### src/rtl/uart_xcvr_pkg.sv
// Package: shared constants, control-field positions and the decoded
// configuration type for the UART transceiver.
package uart_xcvr_pkg;
    localparam int CTRL_W    = 8;
    localparam int DATA_W    = 9;
    localparam int OVS       = 16;
    localparam int OVS_W     = $clog2(OVS);
    localparam int FRAME_MAX = DATA_W + 2;
    localparam int FRM_W     = $clog2(FRAME_MAX + 1);

    localparam int POS_LOOP = 7;
    localparam int POS_EN   = 6;
    localparam int POS_INV  = 5;
    localparam int POS_LEN  = 4;
    localparam int POS_PEN  = 1;
    localparam int POS_ODD  = 0;

    localparam logic [CTRL_W-1:0] CTRL_MASK =
        CTRL_W'((1 << POS_LOOP) | (1 << POS_EN) | (1 << POS_INV) |
                (1 << POS_LEN) | (1 << POS_PEN) | (1 << POS_ODD));

    typedef struct packed {
        logic loop;
        logic en;
        logic inv;
        logic len9;
        logic par_en;
        logic par_odd;
    } cfg_t;

    typedef enum logic [1:0] {
        RX_IDLE,
        RX_START,
        RX_DATA,
        RX_STOP
    } rx_state_t;

    // Number of bits between start and stop (data plus parity slot).
    function automatic logic [FRM_W-1:0] payload_len(input cfg_t c);
        return c.len9 ? FRM_W'(DATA_W) : FRM_W'(DATA_W - 1);
    endfunction
endpackage

### src/rtl/uart_xcvr_regs.sv
// Control register: holds the six implemented control bits and decodes
// them into the configuration struct. Unimplemented bits read 0.
// Assumes writes are single-cycle strobes in the clk domain.
module uart_xcvr_regs
    import uart_xcvr_pkg::*;
(
    input  logic              clk,
    input  logic              rst_n,
    input  logic              we,
    input  logic [CTRL_W-1:0] wdata,
    output logic [CTRL_W-1:0] rdata,
    output cfg_t              cfg
);
    logic [CTRL_W-1:0] ctrl_q;

    // Store the writable bits of a control write.
    always_ff @(posedge clk) begin
        if (!rst_n) begin
            ctrl_q <= '0;
        end else if (we) begin
            ctrl_q <= wdata & CTRL_MASK;
        end
    end

    // Decode the stored bits into named fields.
    always_comb begin
        rdata       = ctrl_q;
        cfg.loop    = ctrl_q[POS_LOOP];
        cfg.en      = ctrl_q[POS_EN];
        cfg.inv     = ctrl_q[POS_INV];
        cfg.len9    = ctrl_q[POS_LEN];
        cfg.par_en  = ctrl_q[POS_PEN];
        cfg.par_odd = ctrl_q[POS_ODD];
    end
endmodule

### src/rtl/uart_xcvr_sync.sv
// Multi-stage synchronizer for an asynchronous level into clk.
// Resets to the idle line level (1). Assumes the input is a slow level.
module uart_xcvr_sync #(
    parameter int STAGES = 2
) (
    input  logic clk,
    input  logic rst_n,
    input  logic din,
    output logic dout
);
    logic [STAGES-1:0] chain_q;

    // Shift the input through the flop chain.
    always_ff @(posedge clk) begin
        if (!rst_n) begin
            chain_q <= '1;
        end else begin
            chain_q <= {chain_q[STAGES-2:0], din};
        end
    end

    assign dout = chain_q[STAGES-1];
endmodule

### src/rtl/uart_xcvr_tx.sv
// Transmitter: a one-deep holding buffer feeding a frame shifter. A frame is
// built when the shifter takes a character: start 0, data LSB first,
// optional parity in place of the top payload bit, stop 1. Each bit lasts
// OVS baud ticks. Output is the uninverted line. Assumes the format bits
// are stable while a frame is in flight.
module uart_xcvr_tx
    import uart_xcvr_pkg::*;
(
    input  logic              clk,
    input  logic              rst_n,
    input  cfg_t              cfg,
    input  logic              baud_tick,
    input  logic              load,
    input  logic [DATA_W-1:0] data,
    output logic              ready,
    output logic              done,
    output logic              line_raw
);
    logic [DATA_W-1:0]    buf_q;
    logic                 buf_full_q;
    logic [FRAME_MAX-1:0] shift_q;
    logic                 busy_q;
    logic [OVS_W-1:0]     tick_q;
    logic [FRM_W-1:0]     left_q;

    logic [FRM_W-1:0]     pay_n;
    logic [FRM_W-1:0]     data_n;
    logic [DATA_W-1:0]    data_mask;
    logic                 par_bit;
    logic [FRAME_MAX-1:0] frame_w;

    // Frame image for the buffered character under the current format.
    always_comb begin
        pay_n  = payload_len(cfg);
        data_n = pay_n - FRM_W'(cfg.par_en);
        for (int i = 0; i < DATA_W; i++) begin
            data_mask[i] = (FRM_W'(i) < data_n);
        end
        par_bit    = (^(buf_q & data_mask)) ^ cfg.par_odd;
        frame_w    = '1;
        frame_w[0] = 1'b0;
        for (int i = 0; i < DATA_W; i++) begin
            if (FRM_W'(i) < data_n) begin
                frame_w[i+1] = buf_q[i];
            end else if (FRM_W'(i) == data_n && cfg.par_en) begin
                frame_w[i+1] = par_bit;
            end
        end
    end

    // Buffer fill, shifter hand-over and bit timing.
    always_ff @(posedge clk) begin
        if (!rst_n || !cfg.en) begin
            buf_q      <= '0;
            buf_full_q <= 1'b0;
            shift_q    <= '1;
            busy_q     <= 1'b0;
            tick_q     <= '0;
            left_q     <= '0;
        end else begin
            if (load && !buf_full_q) begin
                buf_q      <= data;
                buf_full_q <= 1'b1;
            end
            if (!busy_q && buf_full_q) begin
                shift_q    <= frame_w;
                busy_q     <= 1'b1;
                tick_q     <= '0;
                left_q     <= pay_n + FRM_W'(2);
                buf_full_q <= 1'b0;
            end else if (busy_q && baud_tick) begin
                if (tick_q == OVS_W'(OVS - 1)) begin
                    tick_q  <= '0;
                    shift_q <= {1'b1, shift_q[FRAME_MAX-1:1]};
                    left_q  <= left_q - FRM_W'(1);
                    if (left_q == FRM_W'(1)) begin
                        busy_q <= 1'b0;
                    end
                end else begin
                    tick_q <= tick_q + OVS_W'(1);
                end
            end
        end
    end

    // Flags are forced while disabled so they do not wait for the clear.
    assign ready    = !buf_full_q || !cfg.en;
    assign done     = (!buf_full_q && !busy_q) || !cfg.en;
    assign line_raw = busy_q ? shift_q[0] : 1'b1;
endmodule

### src/rtl/uart_xcvr_rx.sv
// Receiver: arms on a sampled 1, detects a falling line, confirms the start
// bit at mid-period, then samples each later bit every OVS ticks. At the
// stop bit it decodes data and parity and pulses valid. Assumes a
// synchronized input and format bits stable during a frame.
module uart_xcvr_rx
    import uart_xcvr_pkg::*;
(
    input  logic              clk,
    input  logic              rst_n,
    input  cfg_t              cfg,
    input  logic              baud_tick,
    input  logic              line,
    output logic [DATA_W-1:0] data,
    output logic              valid,
    output logic              perr,
    output logic              ferr
);
    localparam int HALF = OVS / 2;

    rx_state_t         state_q;
    logic              armed_q;
    logic [OVS_W-1:0]  cnt_q;
    logic [FRM_W-1:0]  bitn_q;
    logic [DATA_W-1:0] shift_q;
    logic [DATA_W-1:0] data_q;
    logic              valid_q;
    logic              perr_q;
    logic              ferr_q;

    logic [FRM_W-1:0]  pay_n;
    logic [DATA_W-1:0] raw;
    logic [DATA_W-1:0] dec_data;
    logic              dec_perr;

    // Align the shifted bits and split data from parity.
    always_comb begin
        pay_n    = payload_len(cfg);
        raw      = cfg.len9 ? shift_q : {1'b0, shift_q[DATA_W-1:1]};
        dec_data = raw;
        dec_perr = 1'b0;
        if (cfg.par_en) begin
            if (cfg.len9) begin
                dec_data = {1'b0, raw[DATA_W-2:0]};
                dec_perr = (^raw[DATA_W-2:0]) ^ raw[DATA_W-1] ^ cfg.par_odd;
            end else begin
                dec_data = {2'b00, raw[DATA_W-3:0]};
                dec_perr = (^raw[DATA_W-3:0]) ^ raw[DATA_W-2] ^ cfg.par_odd;
            end
        end
    end

    // Frame state machine, sampling on baud ticks.
    always_ff @(posedge clk) begin
        if (!rst_n || !cfg.en) begin
            state_q <= RX_IDLE;
            armed_q <= 1'b0;
            cnt_q   <= '0;
            bitn_q  <= '0;
            shift_q <= '0;
            data_q  <= '0;
            valid_q <= 1'b0;
            perr_q  <= 1'b0;
            ferr_q  <= 1'b0;
        end else begin
            valid_q <= 1'b0;
            if (baud_tick) begin
                unique case (state_q)
                    RX_IDLE: begin
                        armed_q <= line;
                        if (armed_q && !line) begin
                            state_q <= RX_START;
                            cnt_q   <= '0;
                        end
                    end
                    RX_START: begin
                        if (cnt_q == OVS_W'(HALF - 1)) begin
                            cnt_q  <= '0;
                            bitn_q <= '0;
                            if (!line) begin
                                state_q <= RX_DATA;
                            end else begin
                                state_q <= RX_IDLE;
                            end
                        end else begin
                            cnt_q <= cnt_q + OVS_W'(1);
                        end
                    end
                    RX_DATA: begin
                        if (cnt_q == OVS_W'(OVS - 1)) begin
                            cnt_q   <= '0;
                            shift_q <= {line, shift_q[DATA_W-1:1]};
                            bitn_q  <= bitn_q + FRM_W'(1);
                            if (bitn_q == pay_n - FRM_W'(1)) begin
                                state_q <= RX_STOP;
                            end
                        end else begin
                            cnt_q <= cnt_q + OVS_W'(1);
                        end
                    end
                    RX_STOP: begin
                        if (cnt_q == OVS_W'(OVS - 1)) begin
                            cnt_q   <= '0;
                            state_q <= RX_IDLE;
                            armed_q <= line;
                            valid_q <= 1'b1;
                            data_q  <= dec_data;
                            perr_q  <= dec_perr;
                            ferr_q  <= !line;
                        end else begin
                            cnt_q <= cnt_q + OVS_W'(1);
                        end
                    end
                    default: state_q <= RX_IDLE;
                endcase
            end
        end
    end

    assign data  = data_q;
    assign valid = valid_q;
    assign perr  = perr_q;
    assign ferr  = ferr_q;
endmodule

### src/rtl/uart_xcvr.sv
// Top: control register, transmitter, receiver and the loop-back and
// inversion paths. Loop-back taps the transmitter before inversion.
// Assumes rx_pin is asynchronous and baud_tick is a clk-domain pulse.
module uart_xcvr
    import uart_xcvr_pkg::*;
(
    input  logic              clk,
    input  logic              rst_n,
    input  logic              baud_tick,
    input  logic              reg_we,
    input  logic [CTRL_W-1:0] reg_wdata,
    output logic [CTRL_W-1:0] reg_rdata,
    input  logic              tx_load,
    input  logic [DATA_W-1:0] tx_data,
    output logic              tx_ready,
    output logic              tx_done,
    output logic              tx_pin,
    input  logic              rx_pin,
    output logic [DATA_W-1:0] rx_data,
    output logic              rx_valid,
    output logic              rx_parity_err,
    output logic              rx_frame_err
);
    cfg_t cfg;
    logic tx_raw;
    logic rx_src;
    logic rx_line;

    uart_xcvr_regs u_regs (
        .clk   (clk),
        .rst_n (rst_n),
        .we    (reg_we),
        .wdata (reg_wdata),
        .rdata (reg_rdata),
        .cfg   (cfg)
    );

    uart_xcvr_tx u_tx (
        .clk       (clk),
        .rst_n     (rst_n),
        .cfg       (cfg),
        .baud_tick (baud_tick),
        .load      (tx_load),
        .data      (tx_data),
        .ready     (tx_ready),
        .done      (tx_done),
        .line_raw  (tx_raw)
    );

    // Receiver source: internal transmitter line in loop-back, else the pin.
    assign rx_src = cfg.loop ? tx_raw : rx_pin;

    uart_xcvr_sync #(.STAGES(2)) u_sync (
        .clk   (clk),
        .rst_n (rst_n),
        .din   (rx_src),
        .dout  (rx_line)
    );

    uart_xcvr_rx u_rx (
        .clk       (clk),
        .rst_n     (rst_n),
        .cfg       (cfg),
        .baud_tick (baud_tick),
        .line      (rx_line),
        .data      (rx_data),
        .valid     (rx_valid),
        .perr      (rx_parity_err),
        .ferr      (rx_frame_err)
    );

    // Output stage: idle while disabled, then optional inversion.
    assign tx_pin = (cfg.en ? tx_raw : 1'b1) ^ cfg.inv;
endmodule

### config.mk
export PLATFORM = sky130hd
export DESIGN_NAME = uart_xcvr
export DESIGN_NICKNAME = d
export VERILOG_FILES = /design/src/rtl/uart_xcvr_pkg.sv /design/src/rtl/uart_xcvr_regs.sv /design/src/rtl/uart_xcvr_sync.sv /design/src/rtl/uart_xcvr_tx.sv /design/src/rtl/uart_xcvr_rx.sv /design/src/rtl/uart_xcvr.sv
export SDC_FILE = /design/constraint.sdc
export NUM_CORES = 1
export LEC_CHECK = 0
export CORE_MARGIN = 3
export CORE_UTILIZATION = 45
export DETAILED_ROUTE_END_ITERATION = 6
export GPL_TIMING_DRIVEN = 0
export PLACE_DENSITY = 0.75
export SLEW_MARGIN = 20
export SYNTH_ARGS = -nofsm -noshare
export SYNTH_HDL_FRONTEND = slang
export SYNTH_SLANG_ARGS = --single-unit
### constraint.sdc
create_clock -name clk -period 2.8 [get_ports clk]
set_input_delay 0.84 -clock clk [delete_from_list [all_inputs] [get_ports clk]]
set_output_delay 0.84 -clock clk [all_outputs]
set_load 0.05 [all_outputs]
# After elaboration in Yosys (flattened, before gate mapping)
# Index checks and enable logic that the tools add are counted.
# totals
regBits	69
elab_cells	161
input_bits	23
# op_classes
n_reduce_logical	43
n_eq_ne	21
n_mux	55
n_bitwise	9
order_cmp	9
n_addsub	7
# ops
cell	count
two-way mux 4 bit	9
two-way mux 1 bit	30
two-way mux 10 bit	3
two-way mux 9 bit	2
== test 3 x 4 -> 1 bit, first input constant	4
less-than comparator 3 x 4 -> 1 bit, first input constant	4
logical AND 1 bit	14
adder 4 x 1 -> 4 bit, second input constant	3
two-way mux 2 bit	6
case mux 4 bit (3 select lines)	1
AND reduction 3 bit	4
inequality test 2 x 1 -> 1 bit, second input constant	5
nonzero test 2 bit	5
bitwise AND 9 bit	1
parity 9 bit	1
== test 2 x 4 -> 1 bit, first input constant	2
== test 4 bit, second input constant	2
less-than comparator 1 x 4 -> 1 bit, first input constant	2
less-than comparator 2 x 4 -> 1 bit, first input constant	2
two-way mux 8 bit	1
case mux 2 bit (4 select lines)	1
case mux 4 bit (2 select lines)	1
parity 8 bit	1
subtractor 4 x 1 -> 4 bit, second input constant	2
other kinds (23)	38

# Depth between registers and ports, before layout
# Gate-level depths: netlist of the first run.
# depth
depth_word	9
depth_mapped	9

# By module
# Synthesis of the first run repeated with hierarchy kept, for this count alone.
# hier_totals
cells_unflattened	391
area_unflattened_um2	3379.5
# by_module_without_submodules
mod	n_inst	cells_per_inst	seq_area_each_um2	area_per_inst_um2
uart_xcvr_rx	1	177	640.6	1551.5
uart_xcvr_tx	1	179	580.6	1450.1
uart_xcvr_regs	1	28	120.1	292.8
uart_xcvr_sync	1	4	40.0	52.6
uart_xcvr	1	3	0.0	32.5

# Worst setup path after synthesis of the first run
# Ideal clock, no wire load.
# synth_path
kind	reg2reg
startpoint	register u_regs.ctrl_q[4], in the netlist u_regs.rdata[4]
endpoint	register u_tx.shift_q[8]
arrival_ns	2.302
path_slack_ns	0.371
stages_incl_launch_ff	10
n_path_buf	2
synth_period_minus_slack_ns	2.429
path_cell_list	dfxtp_1 > clkbuf_1 > inv_1 > ha_1 > buf_4 > nor3b_1 > a21oi_2 > xnor3_1 > a21oi_1 > or3_1
# synth_between
elab_chain_len	9
elab_cells_between_ends	19
cone_classes	add/sub (1); order compare (9); eq/ne (1); mux (4); bitwise (2); reduce/logical (2)
# synth_lines
element	line	source
from (decl)	uart_xcvr_regs.sv:14	logic [CTRL_W-1:0] ctrl_q;
from (signal assigned)	uart_xcvr_regs.sv:21	ctrl_q <= wdata & CTRL_MASK;
two-way mux 1 bit *	uart_xcvr_pkg.sv:40	return c.len9 ? FRM_W'(DATA_W) : FRM_W'(DATA_W - 1);
subtractor 4 x 1 -> 4 bit *	uart_xcvr_tx.sv:35	data_n = pay_n - FRM_W'(cfg.par_en);
less-than comparator 1 x 4 -> 1 bit (tied with other cells)	uart_xcvr_tx.sv:37	data_mask[i] = (FRM_W'(i) < data_n);
bitwise AND 9 bit	uart_xcvr_tx.sv:39	par_bit = (^(buf_q & data_mask)) ^ cfg.par_odd;
parity 9 bit	uart_xcvr_tx.sv:39	
XOR 1 bit	uart_xcvr_tx.sv:39	
two-way mux 1 bit	uart_xcvr_tx.sv:45	end else if (FRM_W'(i) == data_n && cfg.par_en) begin
two-way mux 1 bit *	uart_xcvr_tx.sv:43	if (FRM_W'(i) < data_n) begin
two-way mux 10 bit *	uart_xcvr_tx.sv:65	if (!busy_q && buf_full_q) begin
to (signal assigned)	uart_xcvr_tx.sv:66	shift_q <= frame_w;
to (signal assigned)	uart_xcvr_tx.sv:74	shift_q <= {1'b1, shift_q[FRAME_MAX-1:1]};
to (decl)	uart_xcvr_tx.sv:21	logic [FRAME_MAX-1:0] shift_q;
# Mark *: on every way between the ends. The rest lies on a longest branch, timed or not.
# A chain may end at the register's enable or synchronous reset.

# Final worst setup path of the first run
# layout_path
startpoint	register u_tx.buf_full_q
endpoint	output tx_done
# layout_between
elab_chain_len	3
# layout_lines
element	line	source
from (decl)	uart_xcvr_tx.sv:20	logic buf_full_q;
from (signal assigned)	uart_xcvr_tx.sv:55	buf_full_q <= 1'b0;
from (signal assigned)	uart_xcvr_tx.sv:63	buf_full_q <= 1'b1;
from (signal assigned)	uart_xcvr_tx.sv:70	buf_full_q <= 1'b0;
logical NOT 1 bit	uart_xcvr_tx.sv:88	assign done = (!buf_full_q && !busy_q) || !cfg.en;
logical AND 1 bit	uart_xcvr_tx.sv:88	
logical OR 1 bit	uart_xcvr_tx.sv:88	
to (decl)	uart_xcvr.sv:16	output logic tx_done,
# Every way passes these cells.

==> results of run 1 <==
[cell type report]
class | count | area share (%)
Sequential cell | 69 | 33.65
Inverter | 7 | 0.6400
Buffer | 26 | 3.627
Multi-Input combinational cell | 274 | 43.98
Tap cell | 96 | 2.926
Timing Repair Buffer | 40 | 9.723
Clock buffer | 10 | 3.353
Clock inverter | 6 | 2.103
[per-stage QoR]
stage	setup slack, ns	area, sq um	hold slack, ns	cells	utilization [%]
5_1_grt	0.03700	4105	0.4557	528	58.48
3_5_place_dp	0.08344	3882	0.3948	512	55.31
2_1_floorplan	0.3712	3362	0.3863	376	-
6_report	0.1223	4105	0.4112	528	58.48
4_1_cts	0.09272	4105	0.4120	528	58.48
3_3_place_gp	0.09446	3882	0.3953	512	55.31
[path summary, 6_finish.rpt]
path,end,cells after the start,startpoint,slack [ns]
worst min-delay path,u_sync.chain_q[1],1,u_sync.chain_q[0],0.41
worst max-delay path,tx_done,2,u_tx.buf_full_q,0.12
worst min register to register,u_sync.chain_q[1],1,u_sync.chain_q[0],0.41
worst max register to register,u_tx.shift_q[5],9,u_regs.rdata[4],0.36
[registers in the layout, indices dropped and copies added (netlist names), named ones only]
signal / count
u_tx.left_q: 4
u_rx.state_q: 1
u_tx.tick_q: 4
u_rx.perr: 1
u_tx.buf_full_q: 1
u_rx.armed_q: 1
u_rx.ferr: 1
u_rx.valid: 1
u_rx.data: 9
u_sync.chain_q: 2
u_rx.shift_q: 9
u_rx.bitn_q: 4
u_tx.shift_q: 10
u_tx.buf_q: 9
u_regs.rdata: 6
u_tx.busy_q: 1
u_rx.cnt_q: 4
[critical path: stages, from the launching register on]
cell             delay, ns
dfxtp_1               0.38
o21ai_0               0.27
clkdlybuf4s50_1       0.85
[metal layers]
layer  part of all wire [%]  GRT usage, %  routed length (microns)
met1                     48         22.32                     3456
met2                     46         29.00                     3319
met3                    4.0         3.899                      285
met4                    1.5         7.550                      108
met5                      0             0                        0
[layout by cell type, fill, tap and decap left out, types with 3 or more instances in the layout]
cell type | synthesis | layout
clkbuf_8 | 0 | 10
buf_2 | 5 | 5
a21oi_1 | 23 | 23
nor3_1 | 8 | 8
nor2b_1 | 14 | 14
xor2_1 | 7 | 7
clkbuf_1 | 11 | 11
o21ai_0 | 14 | 14
clkdlybuf4s50_1 | 0 | 39
nand3_1 | 9 | 9
ha_1 | 12 | 12
buf_6 | 4 | 4
and3_1 | 3 | 3
buf_4 | 4 | 4
a211oi_1 | 13 | 13
inv_1 | 7 | 7
mux2i_1 | 30 | 30
nand4_1 | 3 | 3
xnor2_1 | 13 | 13
nand2_1 | 49 | 49
nor2_1 | 36 | 36
nand2b_1 | 4 | 4
dfxtp_1 | 69 | 69
[power groups by stage]
stage / Sequential [mW] / Combinational (mW) / Clock [mW]
floorplan: 1.04 / 0.0791 / 0
finish: 1.00 / 0.154 / 0.909
detailed placement: 1.02 / 0.154 / 0
global placement: 1.02 / 0.152 / 0
CTS: 1.00 / 0.154 / 0.923
global route: 1.00 / 0.166 / 0.969
[repair_timing]
action / 4_1_cts / 5_1_grt
resized for setup: 1 / 0
setup buffers: 0 / 0
endpoints found under the setup margin: 1 / 0
[cell families (layout without fill, tap and decap cells)]
group | Yosys count | after routing
DFF | 69 | 69
muxes | 31 | 31
and+or+nand+nor | 141 | 141
other | 1 | 2
buffers and inverters | 33 | 89
adders and majority gates | 12 | 12
xor gates and xnor gates | 22 | 22
AOI/OAI and AO/OA | 66 | 66
==> flow_summary_export.csv, run 1 <==
group,metric,value,unit
clock_tree,clockBufferDepth,2,
clock_tree,cts.clk_slew.worst_paths,0.07,ns
drt,vias,2740,
logic_synthesis,synth_top_family_by_area,"simple AND/OR/NAND/NOR gates",
min_path,hp-class,"reg -> reg",
cells_and_area,seqCellArea,1381,sq um
die,io_pins,46,
cells_and_area,nNetsFinal,462,
die,fp.dieH,92.39,microns
logic_synthesis,synth.area.top_cells,"dfxtp_1, mux2i_1, nand2_1",
clock_tree,worstSkewPairLatency,0.35,ns
logic_synthesis,synthAdderAreaFrac,4.471,%
timing,slew_headroom,58.51,%
drt,wl_per_cell,13.58,microns
pwr,power.leakage,1.491,nW
global_route,grt.total_usage,17.69,%
logic_synthesis,synth_compound_area_share,12.63,%
logic_synthesis,synth-xor-area-share,6.557,%
global_route,overflow,0,
timing,fin_skew,0.01204,ns
pwr,p_sw_share,23.37,%
clock_tree,clockRootBuffer,"clkbuf_8",
worst_setup_path,cp_max_fo,8,
timing,slew_violations,0,
logic_synthesis,yosysMostFrequentCell,"dfxtp_1",
timing,fin_crit_sh,95.63,%
logic_synthesis,ys.flop_type,"dfxtp_1",
drt,vias_per_cell,5.189,
die,core_area,7019,sq um
drt,drcViolationCount,0,
die,die_area,8535,sq um
logic_synthesis,synth_seq_cells,69,
logic_synthesis,synthMuxAreaShare,9.277,%
worst_setup_path,crit_path_start_kind,"flop",
timing,setup_viol,0,
pwr,vdd_drop_max,0.0004069,V
logic_synthesis,synth_top_area_share,41.13,%
logic_synthesis,yosys-top-cells-count,"dfxtp_1, nand2_1, nor2_1",
timing,worst_pin_slew,0.6224,ns
clock_tree,clock-sinks,69,
die,rows,30,
logic_synthesis,synth_cells,375,
drt,drt-total-wl,7170,microns
global_route,antenna_found_initial,0,
timing,fin_tns_setup,0,ns
clock_tree,cts_tree,"yes",
global_route,grt_max_degree,13,
logic_synthesis,async_reset_ff_share,0,%
pwr,pwr-share-comb,7.5,%
worst_setup_path,crit_type,"reg -> out",
clock_tree,cts_buffers,9,
outcome,status,"completed",
drt,drtIter0Drc,93,
pwr,p_switching,0.4826,mW
worst_setup_path,critPathArrivalTime,1.84,ns
cells_and_area,fillers,632,
logic_synthesis,avgSynthCellArea,8.955,sq um
pwr,powerDensity,503.1,nW/um^2
die,initial_core_util,47.84,%
clock_tree,h-tree-depth,3,
placement,place_congestion,0.8204,
logic_synthesis,synth-edff-count,0,
die,die_w,92.39,microns
worst_setup_path,end_kind,"output port",
flow_run,cap_violations,0,
logic_synthesis,synth_cell_types,49,
cells_and_area,layout-drive-gt1-share,7.639,%
placement,port_buffers,40,
logic_synthesis,syn_area,3358,sq um
pwr,seqPwrFrac,48.5,%
pwr,intPower,1.583,mW
pwr,clkPwrFrac,44.0,%
worst_setup_path,worst_ep_required_time,1.96,ns
timing,clock.fmax,373.5,MHz
timing,hold_violations,0,
logic_synthesis,synth_top_area_cell,"dfxtp_1",
placement,hpwl,5222,microns
global_route,grt_first_pass_wirelength,12160,microns
cells_and_area,syn2layout_area_growth,22.24,%
clock_tree,postCtsHoldBufs,0,
drt,drt_first_pass_iters,4,
global_route,grt_pass1_vias,2640,
logic_synthesis,ys_seq_area_share,41.13,%
cells_and_area,n_antenna_cell,0,
cells_and_area,multi_input_area,1805,sq um
drt,ant_nets,0,
logic_synthesis,yosys.area_share.simple,20.60,%
timing,post-route-min-period,2.678,ns
logic_synthesis,yosys_warnings,0,
timing,rsz0062_at_grt,"false",
pwr,finalPower,2.065,mW
(Power assumes the default switching activity.)
==> run 2, diff against run 1 <==
ABC_AREA = 1   (was unset)
CAP_MARGIN = 20   (was unset)
PLACE_DENSITY = 0.74   (was 0.75)
==> run 2 against run 1 <==
- worst setup slack worse by 0.011 ns
- cell area up 4.0%
- critical path depth grew 3
- sequential cell count did not move
- first-iteration DRC count grew 110%
- largest cell class unchanged
- die area is 4.4% higher
- synthesized cell count grew 34%
- power is 1.8% higher
- core utilization shrank 0.88 points
- highest routed layer unchanged
==> flow_summary_export.csv, run 2 <==
group,metric,value,unit
global_route,grt_pass1_vias,3188,
timing,slew_violations,0,
worst_setup_path,end_kind,"output port",
logic_synthesis,synth-edff-count,0,
drt,drt_first_pass_iters,4,
logic_synthesis,avgSynthCellArea,7.020,sq um
worst_setup_path,crit_slowest_cell,"dlygate4sd2_1",
worst_setup_path,r2r_start,"u_regs.rdata[4]",
clock_tree,clockBufferDepth,2,
clock_tree,postCtsHoldBufs,0,
placement,pre_cts_ws,0.1527,ns
cells_and_area,multi_input_area,1831,sq um
drt,drcViolationCount,0,
die,rows,31,
cells_and_area,layout-drive-gt1-share,9.123,%
timing,fin_crit_sh,96.02,%
drt,wl_per_cell,12.64,microns
drt,drt-total-wl,8315,microns
worst_setup_path,cpPeakStageDelay,0.56,ns
timing,clock.fmax,371.9,MHz
logic_synthesis,syn_area,3517,sq um
clock_tree,h-tree-depth,3,
timing,setup_viol,0,
logic_synthesis,yosys-top-cells-count,"nand2_1, dfxtp_1, nor2_1",
pwr,vdd_drop_max,0.0002495,V
die,io_pins,46,
worst_setup_path,crit_type,"reg -> out",
logic_synthesis,yosys_warnings,0,
pwr,power.leakage,1.807,nW
worst_setup_path,cp_num_buf_inv,2,
logic_synthesis,synth_top_area_cell,"dfxtp_1",
worst_setup_path,r2r_end,"u_tx.shift_q[5]",
worst_setup_path,crit_path_start_kind,"flop",
timing,whs,0.4172,ns
die,fp.dieH,94.41,microns
cells_and_area,syn2layout_area_growth,21.34,%
cells_and_area,layout_common_cells,"nand2_1, dfxtp_1, nor2_1, inv_1, o21ai_0",
clock_tree,clockRootBuffer,"clkbuf_8",
placement,place_congestion,0.8826,
worst_setup_path,reg2reg_slack,0.78,ns
timing,slew_headroom,61.73,%
timing,rsz0062_at_grt,"false",
logic_synthesis,synth_seq_cells,69,
logic_synthesis,synth_cells,501,
global_route,grt.total_usage,19.88,%
global_route,overflow,0,
worst_setup_path,worst_ep_required_time,1.96,ns
worst_setup_path,cp_max_fo,5,
min_path,hp-class,"reg -> reg",
die,core_area,7408,sq um
flow_run,cap_violations,0,
worst_setup_path,critPathTopFamily,"buffers and inverters",
placement,hpwl,6144,microns
logic_synthesis,synth.area.top_cells,"dfxtp_1, nand2_1, o21ai_0",
drt,vias,3403,
cells_and_area,largest_register,"u_tx.shift_q",
die,initial_core_util,47.48,%
worst_setup_path,critical_path.startpoint,"u_tx.busy_q",
drt,drtIter0Drc,193,
cells_and_area,largest_reg_flops,10,
worst_setup_path,worstSetupPathDepth,5,
cells_and_area,fillers,665,
worst_setup_path,rr_worst_depth,16,
logic_synthesis,ys_seq_area_share,39.27,%
drt,ant_nets,0,
timing,fin_skew,0.005862,ns
placement,port_buffers,41,
cells_and_area,layout_commonest_cell,"nand2_1",
timing,hold_violations,0,
clock_tree,clock-sinks,69,
logic_synthesis,async_reset_ff_share,0,%
global_route,grt_first_pass_wirelength,14070,microns
die,die_w,94.41,microns
global_route,grt_max_degree,13,
timing,fin_tns_setup,0,ns
logic_synthesis,yosysMostFrequentCell,"nand2_1",
pwr,powerDensity,492.8,nW/um^2
clock_tree,worstSkewPairLatency,0.34,ns
cells_and_area,seqCellArea,1381,sq um
worst_setup_path,worstPathCellList,"inv_1 -> nor2_1 -> nand2_1 -> xor2_1 -> dlygate4sd2_1",
global_route,antenna_found_initial,0,
timing,worst_pin_slew,0.5720,ns
die,die_area,8912,sq um
clock_tree,cts.clk_slew.worst_paths,0.08,ns
worst_setup_path,endpoint,"tx_pin",
logic_synthesis,synth_cell_types,37,
logic_synthesis,synth_top_area_share,39.27,%
timing,setup_slack,0.1114,ns
clock_tree,cts_buffers,9,
cells_and_area,stdcell_area,4268,sq um
cells_and_area,n_antenna_cell,0,
worst_setup_path,critPathArrivalTime,1.85,ns
cells_and_area,nNetsFinal,589,
logic_synthesis,ys.flop_type,"dfxtp_1",
drt,vias_per_cell,5.172,
outcome,status,"completed",
placement,place_area,4055,sq um
timing,post-route-min-period,2.689,ns
clock_tree,cts_tree,"yes",
## run 2: kinds of logic after synthesis
group | Yosys count | synth area share [%]
AO/OA/AOI/OAI | 102 | 15.69
XOR/XNOR | 11 | 2.739
adder cells (fa/ha/maj) | 12 | 4.269
buffers and inverters | 66 | 8.787
flip-flops | 69 | 39.27
other | 1 | 0.1066
AND/OR/NAND/NOR | 240 | 29.14
## run 2: area by class of cell
| cell class | count | area share, % |
|---|---|---|
| tap | 99 | 2.902 |
| timing repair buffer | 41 | 9.587 |
| clock inverter | 7 | 2.111 |
| inverter | 50 | 4.456 |
| multi-input combinational | 367 | 42.89 |
| sequential | 69 | 32.37 |
| buffer | 16 | 2.785 |
| clock buffer | 9 | 2.902 |
## run 2: worst min-delay path by stage
stage	start	to	slack (ns)	cells after the start
final	u_sync.chain_q[0]	u_sync.chain_q[1]	0.42	1
after global routing	u_sync.chain_q[0]	u_sync.chain_q[1]	0.43	1
after CTS	u_sync.chain_q[0]	u_sync.chain_q[1]	0.42	1
after detailed placement	u_sync.chain_q[0]	u_sync.chain_q[1]	0.41	1
after global placement	u_sync.chain_q[0]	u_sync.chain_q[1]	0.40	1
after floorplan	u_sync.chain_q[0]	u_sync.chain_q[1]	0.39	1
## run 2: per-layer routing
metal,global-route usage [%],vias up,routed length (microns)
met4,7.822,0,192
met2,32.68,93,3860
met3,5.418,19,424
met1,24.74,1554,3838
met5,0,-,0
li1,-,1737,-
## run 2: per-stage QoR
stage               util [%]  cells  power, mW
global route           57.61    658      2.194
detailed placement     54.74    642      1.249
global placement       54.74    642      1.246
CTS                    57.61    658      2.122
finish                 57.61    658      2.103
floorplan                  -    502      1.170
## run 2: repair_timing
action,4_1_cts,5_1_grt
gates resized for setup,1,0
buffers inserted,0,0
setup endpoints to repair,1,0
## run 2: where the power goes
part           total [mW]  internal (mW)  switching [mW]  leakage (nW)
Combinational       0.219         0.0823           0.136          1.14
Clock               0.876          0.496           0.380         0.105
Sequential           1.01          0.994          0.0139         0.559
Total                2.10           1.57           0.531          1.81
